**src/rtl/staged_watchdog.sv**
```systemverilog
module staged_watchdog #(
  parameter int          RELOAD_W   = 30,
  parameter int          RST_PULSE  = 16,
  parameter logic [15:0] UNLOCK_KEY = 16'hC45A
) (
  input  logic        clk,
  input  logic        rst_n,
  input  logic        tick_1us,
  input  logic        wr_en,
  input  logic [4:0]  wr_addr,
  input  logic [31:0] wr_data,
  input  logic [4:0]  rd_addr,
  output logic [31:0] rd_data,
  output logic        irq,
  output logic        sys_rst_req
);

  localparam int PW_W = $clog2(RST_PULSE + 1);
  localparam logic [4:0] A_CFG = 5'h00, A_STS = 5'h04, A_CMD = 5'h08,
                         A_KEY = 5'h0C, A_TMR = 5'h10;
  localparam logic [RELOAD_W-1:0] ONE = RELOAD_W'(1);

  logic                tmr_on, tmr_auto;
  logic [RELOAD_W-1:0] tmr_reload, tmr_cnt;
  logic [3:0]          cfg_sel;
  logic [7:0]          cfg_period;
  logic                cfg_irq_en, cfg_rst_en;
  logic                running, armed, irq_flag;
  logic [7:0]          wd_cnt;
  logic [1:0]          wd_exp;
  logic [PW_W-1:0]     pulse_cnt;

  wire wr_cfg = wr_en && wr_addr == A_CFG;
  wire wr_cmd = wr_en && wr_addr == A_CMD;
  wire wr_key = wr_en && wr_addr == A_KEY;
  wire wr_tmr = wr_en && wr_addr == A_TMR;

  wire [RELOAD_W-1:0] wr_reload  = wr_data[RELOAD_W-1:0];
  wire [RELOAD_W-1:0] reload_eff = (tmr_reload == '0) ? ONE : tmr_reload;
  wire [7:0]          period_eff = (cfg_period == 8'd0) ? 8'd1 : cfg_period;

  wire tmr_fire = tmr_on && tick_1us && tmr_cnt <= ONE;
  wire do_stop  = wr_cmd && wr_data[1] && armed;
  wire do_kick  = wr_cmd && wr_data[0] && !do_stop;
  wire wd_step  = running && tmr_fire;
  wire wd_lapse = wd_step && wd_cnt <= 8'd1;
  wire fatal    = wd_lapse && wd_exp == 2'd3 && !do_stop && !do_kick;

  always_ff @(posedge clk or negedge rst_n) begin
    if (!rst_n) begin
      tmr_on     <= 1'b0;
      tmr_auto   <= 1'b0;
      tmr_reload <= '0;
      tmr_cnt    <= '0;
    end else if (wr_tmr) begin
      tmr_on     <= wr_data[31];
      tmr_auto   <= wr_data[30];
      tmr_reload <= wr_reload;
      tmr_cnt    <= (wr_reload == '0) ? ONE : wr_reload;
    end else if (tmr_on && tick_1us) begin
      if (tmr_cnt <= ONE) begin
        tmr_cnt <= reload_eff;
        if (!tmr_auto) tmr_on <= 1'b0;
      end else begin
        tmr_cnt <= tmr_cnt - ONE;
      end
    end
  end

  always_ff @(posedge clk or negedge rst_n) begin
    if (!rst_n) begin
      cfg_sel    <= '0;
      cfg_period <= '0;
      cfg_irq_en <= 1'b0;
      cfg_rst_en <= 1'b0;
    end else if (wr_cfg) begin
      cfg_sel    <= wr_data[3:0];
      cfg_period <= wr_data[11:4];
      cfg_irq_en <= wr_data[12];
      cfg_rst_en <= wr_data[15];
    end
  end

  always_ff @(posedge clk or negedge rst_n) begin
    if (!rst_n)     armed <= 1'b0;
    else if (wr_en) armed <= wr_key && wr_data[15:0] == UNLOCK_KEY;
  end

  always_ff @(posedge clk or negedge rst_n) begin
    if (!rst_n) begin
      running  <= 1'b0;
      wd_cnt   <= '0;
      wd_exp   <= '0;
      irq_flag <= 1'b0;
    end else if (do_stop || fatal) begin
      running  <= 1'b0;
      wd_cnt   <= '0;
      wd_exp   <= '0;
      irq_flag <= 1'b0;
    end else if (do_kick) begin
      running  <= 1'b1;
      wd_cnt   <= period_eff;
      wd_exp   <= '0;
      irq_flag <= 1'b0;
    end else if (wd_lapse) begin
      wd_cnt   <= period_eff;
      wd_exp   <= wd_exp + 2'd1;
      irq_flag <= 1'b1;
    end else if (wd_step) begin
      wd_cnt   <= wd_cnt - 8'd1;
    end
  end

  always_ff @(posedge clk or negedge rst_n) begin
    if (!rst_n)                   pulse_cnt <= '0;
    else if (fatal && cfg_rst_en) pulse_cnt <= PW_W'(RST_PULSE);
    else if (pulse_cnt != '0)     pulse_cnt <= pulse_cnt - PW_W'(1);
  end

  assign sys_rst_req = pulse_cnt != '0;
  assign irq         = irq_flag && cfg_irq_en;

  always_comb begin
    rd_data = '0;
    case (rd_addr)
      A_CFG: rd_data = {16'd0, cfg_rst_en, 2'b00, cfg_irq_en, cfg_period, cfg_sel};
      A_STS: rd_data = {18'd0, wd_exp, wd_cnt, 3'b000, running};
      A_TMR: rd_data = {tmr_on, tmr_auto, {(30 - RELOAD_W){1'b0}}, tmr_reload};
      default: rd_data = '0;
    endcase
  end

endmodule


```
**config.mk**
```make
export PLATFORM = sky130hd
export DESIGN_NAME = staged_watchdog
export DESIGN_NICKNAME = d
export VERILOG_FILES = /design/src/rtl/staged_watchdog.sv
export SDC_FILE = /design/constraint.sdc
export NUM_CORES = 1
export LEC_CHECK = 0
export CORE_MARGIN = 2
export CORE_UTILIZATION = 55
export DETAILED_ROUTE_END_ITERATION = 10
export PLACE_DENSITY = 0.8
export SLEW_MARGIN = 20
export SYNTH_ARGS = -nofsm -noshare
export SYNTH_HDL_FRONTEND = slang
export SYNTH_SLANG_ARGS = --single-unit
export TNS_END_PERCENT = 100
```
**constraint.sdc**
```tcl
create_clock -name clk -period 3.6 [get_ports clk]
set_input_delay 0.9 -clock clk [delete_from_list [all_inputs] [get_ports clk]]
set_output_delay 0.9 -clock clk [all_outputs]
set_load 0.02 [all_outputs]
```
; Yosys cells after proc, flatten, opt, wreduce, memory -nomap -nowiden
; Cells that the tools add are included.
[totals]
regBits = 94
output_inout_bits = 34
elab_cells = 87
[op_classes]
reduce_logical = 34
mux = 25
eq_ne = 8
addsub = 4
magnitude_cmp = 2
[op_table]
columns = operator, n
row1 = 30-bit 2-to-1 mux, 5
row2 = 32-bit case mux with 3 select lines, 1
row3 = 30-bit logical NOT, 2
row4 = 8-bit 2-to-1 mux, 5
row5 = "30-bit by 1-bit less-or-equal comparator with 1-bit output, second input constant", 1
row6 = "30-bit by 1-bit subtractor with 30-bit output, second input constant", 1
row7 = 1-bit logical AND, 18
row8 = "16-bit equality test, second input constant", 1
row9 = "5-bit by 4-bit equality test with 1-bit output, second input constant", 2
row10 = "5-bit equality test, second input constant", 2
row11 = 5-bit logical NOT, 2
row12 = 5-bit 2-to-1 mux, 2
row13 = 1-bit 2-to-1 mux, 9
row14 = "8-bit by 1-bit less-or-equal comparator with 1-bit output, second input constant", 1
row15 = 8-bit logical NOT, 1
row16 = 2-bit nonzero test, 4
row17 = "8-bit by 1-bit subtractor with 8-bit output, second input constant", 1
row18 = 2-bit 2-to-1 mux, 3
row19 = "5-bit by 3-bit equality test with 1-bit output, second input constant", 1
row20 = 5-bit nonzero test, 1
row21 = "5-bit by 1-bit subtractor with 5-bit output, second input constant", 1
row22 = 4-bit nonzero test, 1
row23 = 3-bit AND reduction, 1
row24 = 3-bit nonzero test, 1
row25 = 5 further kinds, 6

; Longest topological paths before layout
[logic_depth]
word_depth = 10
ltp_mapped = 9
depth_no_buf = 8

; Least setup slack after synthesis
; Ideal clock, no wire load.
[synth_timing]
path_type = input port to output port
start = input port rd_addr[4]
end = output port rd_data[0]
n_path_buf = 2
setup_slack_ns = 0.500
t_arrival_ns = 2.200
t_required_ns = 2.700
path_stages = 4
cell_sequence = clkbuf_1 -> buf_1 -> mux2i_1 -> o21ai_0
[synth_between]
elab_chain_len = 2
elab_cells_between_ends = 4
classes_between = eq/ne: 2 / mux: 1 / reduce/logical: 1
[synth_lines]
columns = element, line
row1 = start: declaration, 12  ; input logic [4:0] rd_addr,
row2 = 5-bit equality test (tied with other cells), 125  ; case (rd_addr)
row3 = 32-bit case mux with 3 select lines (*), 125
row4 = end: declaration, 13  ; output logic [31:0] rd_data,
; Every way passes the cells marked *; elsewhere a longest branch is shown, timed or not.

; Worst setup path after layout
[layout_timing]
start = input port rd_addr[1]
end = output port rd_data[8]
; Same word-level chain as after synthesis.

==> impl_metrics.toml <==
[pwr]
p_per_area_nw_per_um2 = 475
p_total_mw = 3.29
p_leak_nw = 3.21
peakVddDrop_uv = 374

[final_layout]
layout.nets = 802
antenna_cells = 0
synthToLayoutAreaGrowth_pct = 22.2
utilization_pct = 68.2
fin_cells = 890
design_area_sq_um = 6920
drive_gt1_share_pct = 10.2

[timing]
relSlewSlack_pct = 60.2
finalSetupTns_ns = 0
final.period_utilization_pct = 96.1
slew_violations = 0
fmax_mhz = 289
finalSetupViolCount = 0
fin_crit_ns = 3.46
clock_skew_ns = 0.0104
finalHoldViolations = 0
whs_ns = 0.512
final.setup.worst_slack_ns = 0.140
tightestPinTransition_ns = 0.595
rsz0062_at_grt = "no"

[worst_setup_path]
slowest_stage = "or4_1"
crit_family = "buffers and inverters"
setup.worst_path.start_class = "input pin"
required_ns = 2.70
regToRegSetupSlack_ns = 0.58
max_stage_delay_ns = 0.53
worstPathCellList = "clkdlybuf4s50_1 > or4_1 > buf_4 > o21ai_0 > dlygate4sd2_1"
crit_buf_inv = 3
worst-path-max-fanout = 14
critPathArrivalTime_ns = 2.56
endpoint_kind = "output pin"
path_class = "input pin to output pin"

[synth]
yosys.area.top_type = "dfrtp_1"
ys.flop_type = "dfrtp_1"
ys_ff_latch = 94
ys_seq_area_share_pct = 41.5
synth-edff-count = 0
synth.top_cell.area_share_pct = 41.5
yosys_warnings = 0
netlist_area_sq_um = 5660
yosys-top-cells-area = "dfrtp_1, nand2_1, nor2_1"
synth_area_per_cell_sq_um = 8.50
syn_inst = 666
yosysMostFrequentCell = "nand2_1"
syn-num-nets = 719
synth_cell_types = 66
async_reset_ff_share_pct = 100
synth_commonest_cells = "nand2_1, dfrtp_1, nor2_1"

[cts]
ctsHtreeMaxLevel = 3
cts_tree = "yes"
clk_path_buf_depth = 2
path_clk_slew_ns = 0.10
ctsHoldBuffers = 0
clkSinkCount = 94
cts_root_buf = "clkbuf_8"
clk_latency_ns = 0.38
numCtsBuffers = 9
post-cts-setup-buffers = 0
post_cts_resize_count = 32

[drt]
vias = 5700
routed_wl_microns = 18200
drc = 0
wl_per_cell_microns = 20.4
final_antenna_net_count = 0
vias_per_cell = 6.40
first_pass_iters = 5
drt_iter0_markers = 558

[die]
core_area_sq_um = 10100
ios = 80
dieArea_sq_um = 11100
num_rows = 37
start_util_pct = 55.9
die_w_microns = 105
die_h_microns = 105

[global_route]
antenna_found_initial = 0
grt_max_degree = 45
grt.total_usage_pct = 33.6
grt_pass1_wl_microns = 29100
grt_remaining_overflow = 0
grt_pass1_vias = 5473

[flow_run]
cap_violations = 0

[placed_design]
place_ws_ns = -0.128
io_buffers = 79
placed_area_sq_um = 6740
finalWeightedCongestion = 0.938
place_inst = 874
dp.final_hpwl_microns = 13400

[hold_path]
hold_path_class = "flip-flop to flip-flop"

[outcome]
status = "complete, no violations"
-- tightest hold or removal path, cell delays in order (launching register included) --
cell,delay (ns)
dfrtp_1,0.38
nand2_1,0.05
nand2_1,0.05
-- logic make-up after synthesis --
kind of cell             synth area share (%)
adder cells (fa/ha/maj)                  1.55
buffers and inverters                    3.87
XOR/XNOR                                0.928
multiplexers                             6.69
AND/OR/NAND/NOR                          28.5
AO/OA/AOI/OAI                            17.0
flip-flops                               41.5
-- per-layer routing --
metal  part of all wire, %  global-route usage, %  vias up
li1                      -                      -     2606
met1                    41                   45.8     2790
met2                    49                   55.6      269
met3                   7.7                   4.95       35
met4                   2.2                   10.2        0
met5                     0                      0        -
-- cell usage in the layout, fill, tap and decap left out, types with 7 or more instances in the layout --
cell and instances:
inv_1 14, mux2_2 14, nor4_1 27, o31ai_1 9, ha_1 7, nor2_1 59
clkdlybuf4s50_1 46, buf_4 31, nand3_1 11, nor3_1 20, and3_1 18, or4_1 11
nand4_1 10, dlygate4sd2_1 32, or3_1 9, dfrtp_1 94, nand2_1 132, mux2i_1 21
clkbuf_8 9, a21oi_1 27, o21ai_0 40
-- worst paths after layout --
| check | start | to | depth (start not counted) |
|---|---|---|---|
| max | rd_addr[1] | rd_data[8] | 5 |
| min | tmr_auto$_DFFE_PN0P_ | tmr_auto$_DFFE_PN0P_ | 2 |
| max reg2reg | tmr_cnt[26]$_DFFE_PN0P_ | tmr_cnt[18]$_DFFE_PN0P_ | 6 |
| min reg2reg | tmr_auto$_DFFE_PN0P_ | tmr_auto$_DFFE_PN0P_ | 2 |
| max in group asynchronous | rst_n | cfg_irq_en$_DFFE_PN0P_ | 2 |
| min in group asynchronous | rst_n | tmr_reload[14]$_DFFE_PN0P_ | 1 |
-- state kept, by name, summed over array words and instances (netlist names) --
| name | cells |
|---|---|
| tmr_reload | 30 |
| cfg_irq_en | 1 |
| pulse_cnt | 5 |
| cfg_period | 8 |
| irq_flag | 1 |
| wd_cnt | 8 |
| cfg_rst_en | 1 |
| armed | 1 |
| tmr_on | 1 |
| wd_exp | 2 |
| tmr_cnt | 30 |
| running | 1 |
| tmr_auto | 1 |
| cfg_sel | 4 |
-- layout make-up --
type / count / area [sq um]
Fill cell: 841 / 3220
Multi-Input combinational cell: 519 / 3110
Sequential cell: 94 / 2350
Timing Repair Buffer: 111 / 1010
Tap cell: 136 / 170
Clock buffer: 10 / 128
Clock inverter: 6 / 92.6
Inverter: 14 / 52.6
-- power by group --
part	switching, mW	leakage, nW	internal, mW	total (mW)
sequential	0.338	1.21	1.28	1.62
clock	0.410	0.104	0.397	0.807
combinational	0.459	1.90	0.398	0.857
(Power assumes the default switching activity.)
